[src/rtl/wdt_pkg.sv]
package wdt_pkg;
  localparam logic [1:0] ADR_STAT = 2'd0;
  localparam logic [1:0] ADR_CFG  = 2'd1;
  localparam logic [1:0] ADR_SRC  = 2'd2;
  localparam logic [1:0] ADR_CNT  = 2'd3;

  // status register bit positions
  localparam int BIT_WDF  = 7;
  localparam int BIT_CDF  = 6;
  localparam int BIT_WDIE = 2;
  localparam int BIT_CDIE = 1;
  // config register bit positions
  localparam int BIT_PULSE = 7;

  typedef enum logic [1:0] {
    MODE_OFF = 2'b00,
    MODE_CD  = 2'b01,
    MODE_WD  = 2'b10,
    MODE_RSV = 2'b11
  } mode_e;
endpackage

[src/rtl/wdt_tick_sel.sv]
module wdt_tick_sel #(
  parameter int NUM_SRC = 4,
  parameter int SEL_W   = 3
) (
  input  logic [NUM_SRC-1:0] ticks,
  input  logic [SEL_W-1:0]   sel,
  output logic               tick
);
  logic [NUM_SRC-1:0] hit;

  // one match term per source; codes past the last source match nothing
  for (genvar i = 0; i < NUM_SRC; i++) begin : g_src
    assign hit[i] = ticks[i] && (sel == SEL_W'(i));
  end

  assign tick = |hit;
endmodule

[src/rtl/wdt_counter.sv]
module wdt_counter #(
  parameter int CNT_W = 8
) (
  input  logic             clk,
  input  logic             rst,
  input  logic             load,
  input  logic [CNT_W-1:0] load_val,
  input  logic             tick,
  input  logic             run,
  input  logic             autoreload,
  output logic [CNT_W-1:0] cnt,
  output logic [CNT_W-1:0] rel,
  output logic             expire
);
  localparam logic [CNT_W-1:0] ONE  = CNT_W'(1);
  localparam logic [CNT_W-1:0] ZERO = '0;

  logic step;

  assign step   = run && tick && !load && (cnt != ZERO);
  assign expire = step && (cnt == ONE);

  always_ff @(posedge clk) begin
    if (rst) begin
      cnt <= ZERO;
      rel <= ZERO;
    end else if (load) begin
      cnt <= load_val;
      rel <= load_val;
    end else if (expire) begin
      cnt <= autoreload ? rel : ZERO;
    end else if (step) begin
      cnt <= cnt - ONE;
    end
  end
endmodule

[src/rtl/wdt_flags.sv]
module wdt_flags (
  input  logic clk,
  input  logic rst,
  input  logic expire,
  input  logic mode_wd,
  input  logic mode_cd,
  input  logic stat_rd,
  input  logic cd_clr,
  input  logic wd_ie,
  input  logic cd_ie,
  input  logic pulse,
  output logic wd_flag,
  output logic cd_flag,
  output logic irq
);
  logic wd_n, cd_n, hit_wd, hit_cd, irq_n;

  assign hit_wd = expire && mode_wd;
  assign hit_cd = expire && mode_cd;

  // a new expiry outranks the clear in the same cycle
  always_comb begin
    wd_n = wd_flag;
    if (hit_wd)       wd_n = 1'b1;
    else if (stat_rd) wd_n = 1'b0;
    cd_n = cd_flag;
    if (hit_cd)       cd_n = 1'b1;
    else if (cd_clr)  cd_n = 1'b0;
    if (pulse) irq_n = (hit_wd && wd_ie) || (hit_cd && cd_ie);
    else       irq_n = (wd_n && wd_ie) || (cd_n && cd_ie);
  end

  always_ff @(posedge clk) begin
    if (rst) begin
      wd_flag <= 1'b0;
      cd_flag <= 1'b0;
      irq     <= 1'b0;
    end else begin
      wd_flag <= wd_n;
      cd_flag <= cd_n;
      irq     <= irq_n;
    end
  end
endmodule

[src/rtl/wdt_regs.sv]
module wdt_regs
  import wdt_pkg::*;
#(
  parameter int CNT_W = 8,
  parameter int SEL_W = 3
) (
  input  logic             clk,
  input  logic             rst,
  input  logic             wr_en,
  input  logic             rd_en,
  input  logic [1:0]       addr,
  input  logic [7:0]       wdata,
  input  logic             wd_flag,
  input  logic             cd_flag,
  input  logic [CNT_W-1:0] cnt,
  output logic             wd_ie,
  output logic             cd_ie,
  output logic             pulse,
  output mode_e            mode,
  output logic [SEL_W-1:0] src,
  output logic             cnt_wr,
  output logic             stat_rd,
  output logic             cd_clr,
  output logic [7:0]       rdata
);
  logic [7:0] rd_mux;

  assign cnt_wr  = wr_en && (addr == ADR_CNT);
  assign stat_rd = rd_en && (addr == ADR_STAT);
  assign cd_clr  = wr_en && (addr == ADR_STAT) && !wdata[BIT_CDF];

  always_comb begin
    rd_mux = '0;
    case (addr)
      ADR_STAT: begin
        rd_mux[BIT_WDF]  = wd_flag;
        rd_mux[BIT_CDF]  = cd_flag;
        rd_mux[BIT_WDIE] = wd_ie;
        rd_mux[BIT_CDIE] = cd_ie;
      end
      ADR_CFG: begin
        rd_mux[BIT_PULSE] = pulse;
        rd_mux[2:1]       = mode;
      end
      ADR_SRC: rd_mux[SEL_W-1:0] = src;
      default: rd_mux = 8'(cnt);
    endcase
  end

  always_ff @(posedge clk) begin
    if (rst) begin
      wd_ie <= 1'b0;
      cd_ie <= 1'b0;
      pulse <= 1'b0;
      mode  <= MODE_OFF;
      src   <= '0;
      rdata <= '0;
    end else begin
      if (wr_en) begin
        case (addr)
          ADR_STAT: begin
            wd_ie <= wdata[BIT_WDIE];
            cd_ie <= wdata[BIT_CDIE];
          end
          ADR_CFG: begin
            pulse <= wdata[BIT_PULSE];
            mode  <= mode_e'(wdata[2:1]);
          end
          ADR_SRC: src <= wdata[SEL_W-1:0];
          default: ;
        endcase
      end
      if (rd_en) rdata <= rd_mux;
    end
  end
endmodule

[src/rtl/wdt_timer.sv]
module wdt_timer
  import wdt_pkg::*;
#(
  parameter int NUM_SRC = 4,
  parameter int SEL_W   = 3,
  parameter int CNT_W   = 8
) (
  input  logic               clk,
  input  logic               rst,
  input  logic               wr_en,
  input  logic               rd_en,
  input  logic [1:0]         addr,
  input  logic [7:0]         wdata,
  input  logic [NUM_SRC-1:0] tick_src,
  output logic [7:0]         rdata,
  output logic               irq
);
  logic             wd_ie, cd_ie, pulse, cnt_wr, stat_rd, cd_clr;
  logic             wd_flag, cd_flag, tick, run, expire;
  mode_e            mode;
  logic [SEL_W-1:0] src;
  logic [CNT_W-1:0] cnt_q, rel_q;

  assign run = (mode == MODE_CD) || (mode == MODE_WD);

  wdt_regs #(.CNT_W(CNT_W), .SEL_W(SEL_W)) u_regs (
    .clk(clk), .rst(rst), .wr_en(wr_en), .rd_en(rd_en), .addr(addr),
    .wdata(wdata), .wd_flag(wd_flag), .cd_flag(cd_flag), .cnt(cnt_q),
    .wd_ie(wd_ie), .cd_ie(cd_ie), .pulse(pulse), .mode(mode), .src(src),
    .cnt_wr(cnt_wr), .stat_rd(stat_rd), .cd_clr(cd_clr), .rdata(rdata)
  );

  wdt_tick_sel #(.NUM_SRC(NUM_SRC), .SEL_W(SEL_W)) u_sel (
    .ticks(tick_src), .sel(src), .tick(tick)
  );

  wdt_counter #(.CNT_W(CNT_W)) u_cnt (
    .clk(clk), .rst(rst), .load(cnt_wr), .load_val(wdata[CNT_W-1:0]),
    .tick(tick), .run(run), .autoreload(mode == MODE_CD),
    .cnt(cnt_q), .rel(rel_q), .expire(expire)
  );

  wdt_flags u_flags (
    .clk(clk), .rst(rst), .expire(expire), .mode_wd(mode == MODE_WD),
    .mode_cd(mode == MODE_CD), .stat_rd(stat_rd), .cd_clr(cd_clr),
    .wd_ie(wd_ie), .cd_ie(cd_ie), .pulse(pulse),
    .wd_flag(wd_flag), .cd_flag(cd_flag), .irq(irq)
  );
endmodule

[config.mk]
export PLATFORM = sky130hd
export DESIGN_NAME = wdt_timer
export DESIGN_NICKNAME = d
export VERILOG_FILES = /design/src/rtl/wdt_pkg.sv /design/src/rtl/wdt_tick_sel.sv /design/src/rtl/wdt_counter.sv /design/src/rtl/wdt_flags.sv /design/src/rtl/wdt_regs.sv /design/src/rtl/wdt_timer.sv
export SDC_FILE = /design/constraint.sdc
export NUM_CORES = 1
export LEC_CHECK = 0
export ABC_AREA = 1
export ABC_CLOCK_PERIOD_IN_PS = 1800
export BUFFER_PORTS_ARGS = -buffer_cell sky130_fd_sc_hd__buf_2
export CORE_MARGIN = 3
export CORE_UTILIZATION = 30
export CTS_BUF_LIST = sky130_fd_sc_hd__clkbuf_16
export CTS_CLUSTER_SIZE = 25
export DETAILED_ROUTE_END_ITERATION = 12
export SLEW_MARGIN = 10
export SYNTH_ARGS = -nofsm -noshare
export SYNTH_HDL_FRONTEND = slang
export SYNTH_SLANG_ARGS = --single-unit
export TNS_END_PERCENT = 1
[constraint.sdc]
create_clock -name clk -period 1.8 [get_ports clk]
set_clock_uncertainty 0.1 [all_clocks]
set_input_delay 0.18 -clock clk [delete_from_list [all_inputs] [get_ports clk]]
set_output_delay 0.18 -clock clk [all_outputs]
set_load 0.01 [all_outputs]
==> flow_metrics.tcl <==
set metrics [dict create \
    status "finished, final reports clean" \
    die_y_um 85.39 \
    dpl.hpwl_mm 3.757 \
    vias 1899 \
    n_antenna_cell 0 \
    synth_top_area_share_pct 37.06 \
    antenna_found_initial 0 \
    p_leak_nw 1.053 \
    setup_slack_ps 44.59 \
    avgSynthCellArea_um2 6.976 \
    ant_nets 0 \
    hp-class "primary input to flip-flop" \
    cp_common_cell "nand3_1" \
    power.total_w 0.002270 \
    cp-start-kind "flip-flop" \
    synth.distinct_cells 30 \
    setup_viol_count_final 0 \
    end_kind "flip-flop" \
    finalHoldViolCount 0 \
    ys.warnings.count 0 \
    num_rows 28 \
    drive_gt1_share_pct 21.61 \
    drv_slew 0 \
    first_pass_iters 4 \
    power_density_nw_per_um2 953.8 \
    gr-total-overflow 0 \
    cts_tree "done" \
    synth.ff_latch_count 35 \
    cp.arrival_ps 1820 \
    fin_crit_sh_pct 97.52 \
    drt-total-wl_mm 5.091 \
    hold_path_startpoint "wdata[4]" \
    period_minus_slack_ps 1755 \
    postSynthCellCount 271 \
    final_util_pct 39.49 \
    ys_seq_area_share_pct 37.06 \
    path_cells "inv_1 -> ha_4 -> nor2_2 -> nand3_1 -> nor2_4 -> buf_4 -> nand3_1 -> o211ai_1 -> a21oi_2" \
    cpMaxStageDelayCell "dfxtp_2" \
    num-nets-final 332 \
    grt_first_pass_wirelength_mm 8.466 \
    vias_per_cell 4.932 \
    hold_buffers 0 \
    crit_family "simple AND/OR/NAND/NOR gates" \
    ir_worst_vdd_mv 0.4926 \
    chipWidth_um 85.39 \
    startpoint "u_regs.mode[0]" \
    cp_num_buf_inv 2 \
    cts_root_buf "clkbuf_16" \
    num_io_pins 27 \
    numPortBuffers 26 \
    cts_buffers 5 \
    die_area_um2 7291 \
    slew_headroom_pct 60.18 \
    n_fill_cell 634 \
    area_growth_pct 25.88 \
    grt_pass1_vias 1763 \
    place_ws_ps 10.19 \
    drt_iter0_markers 118 \
    coreArea_um2 6026 \
    clockBufferDepth 2 \
    synth_edf_count 0 \
    synth_area_leaders "dfxtp_1 37%, nand2_1 12%, a21oi_1 10%, nand3_1 6.4%, inv_1 6.4%" \
    synth_top_area_cell "dfxtp_1" \
    wl_per_cell_um 13.22 \
    route.detailed.drc 0 \
    cap_violations 0 \
    slowest_delay_ps 320 \
    start_util_pct 31.37 \
    postSynth.asyncResetShare_pct 0 \
    r2r_start "u_regs.mode[0]" \
    h-tree-depth 2 \
    required_ps 1870 \
    worst-path-max-fanout 7 \
    fmax_ghz 0.5697 \
    worstSetupPathType "flip-flop to flip-flop" \
    grt_max_degree 20 \
    track_usage_pct 14.73 \
    synth-main-ff-cell "dfxtp_1" \
    worst_pin_slew_ps 596.6 \
    clk_latency_ps 280 \
    cts.clk_slew.worst_paths_ps 60 \
    syn-num-nets 294 \
    syn-cell-area_um2 1891 \
    clock-sinks 35 \
    gp_congestion 0.8055 \
]
## final cells by class
cell class | count | area [um2] | area share (%)
inverter | 35 | 133.9 | 5.626
tap | 75 | 93.84 | 3.943
clock buffer | 5 | 125.1 | 5.258
timing repair buffer | 38 | 220.2 | 9.253
multi-input combinational | 194 | 1061 | 44.58
clock inverter | 3 | 43.79 | 1.840
sequential | 35 | 701.9 | 29.50
## report_power, final
group	internal (W)	switching [W]
Clock	0.000652	0.000337
Combinational	0.000168	0.000266
Sequential	0.000816	0.0000309
Total	0.00164	0.000634
## tightest hold or removal path: cells and delay by family
kind                   cells  cell delay, ps
buffers and inverters      1             110
and+or+nand+nor            1              50
AOI/OAI and AO/OA          1              50
## cell usage in the layout, fill, tap and decap left out, drive strengths merged, types with 2 or more instances in the layout
cell,synthesis,layout
o21ai,23,23
buf,2,38
inv,35,35
o211ai,4,4
xor2,2,2
nand4,6,6
clkinv,0,2
nand2,65,65
a21oi,39,39
a31oi,2,2
ha,5,5
clkbuf,5,5
nand3,24,24
o22ai,2,2
nor2,16,16
dfxtp,35,35
## sequential cells by signal, summed over array words and instances, names as in the netlist
register / flops
u_regs.rdata: 8
u_cnt.cnt: 8
u_regs.wd_ie: 1
u_regs.mode: 2
u_regs.src: 3
u_regs.pulse: 1
u_flags.cd_flag: 1
u_flags.wd_flag: 1
u_cnt.rel: 8
u_flags.irq: 1
u_regs.cd_ie: 1
## cell usage after synthesis (2+ instances only)
master,count
nand2_1,60
a21oi_1,38
dfxtp_1,35
inv_1,32
nand3_1,24
o21ai_0,18
nor2_1,12
nand4_1,6
clkbuf_1,5
ha_1,5
o21ai_1,5
o211ai_1,4
nand2_4,3
nor2_4,3
a31oi_1,2
buf_2,2
inv_2,2
o22ai_1,2
xor2_1,2
## cells by family (layout without fill, tap and decap cells)
family	count (synthesis)	after routing	share of synthesized area [%]
adders and majority gates	5	5	3.309
xor gates and xnor gates	3	3	1.390
AOI/OAI and AO/OA	72	72	20.45
DFF	35	35	37.06
and+or+nand+nor	114	114	29.19
buffers and inverters	42	81	8.604
## timing repair
| action | in CTS | in global routing |
|---|---|---|
| endpoints found under the setup margin | 0 | 9 |
| gates resized for setup | 0 | 8 |
| setup buffers | 0 | 5 |
## layer usage
metal,vias to the layer above,track usage (%),share of wire [%]
li1,986,-,-
met1,870,19.31,48
met2,35,22.81,46
met3,8,4.951,4.7
met4,0,4.604,1.6
met5,-,0,0
## final timing paths
path / slack [ps] / depth (start not counted) / endpoint
worst min-delay path: 60 / 3 / u_cnt.rel[4]
worst min register to register: 370 / 2 / u_cnt.rel[0]
worst max-delay path: 40 / 9 / u_cnt.cnt[1]
worst max register to register: 40 / 9 / u_cnt.cnt[1]
## through the flow
step,instance area (um2),instances,hold slack (ps),TNS (ps)
after floorplan,1891,271,223.8,0
after global placement,2138,372,348.9,0
after detailed placement,2138,372,350.8,0
after CTS,2307,380,52.74,0
after global routing,2380,385,60.31,-57.70
final,2380,385,57.22,0
(Power assumes the default switching activity.)
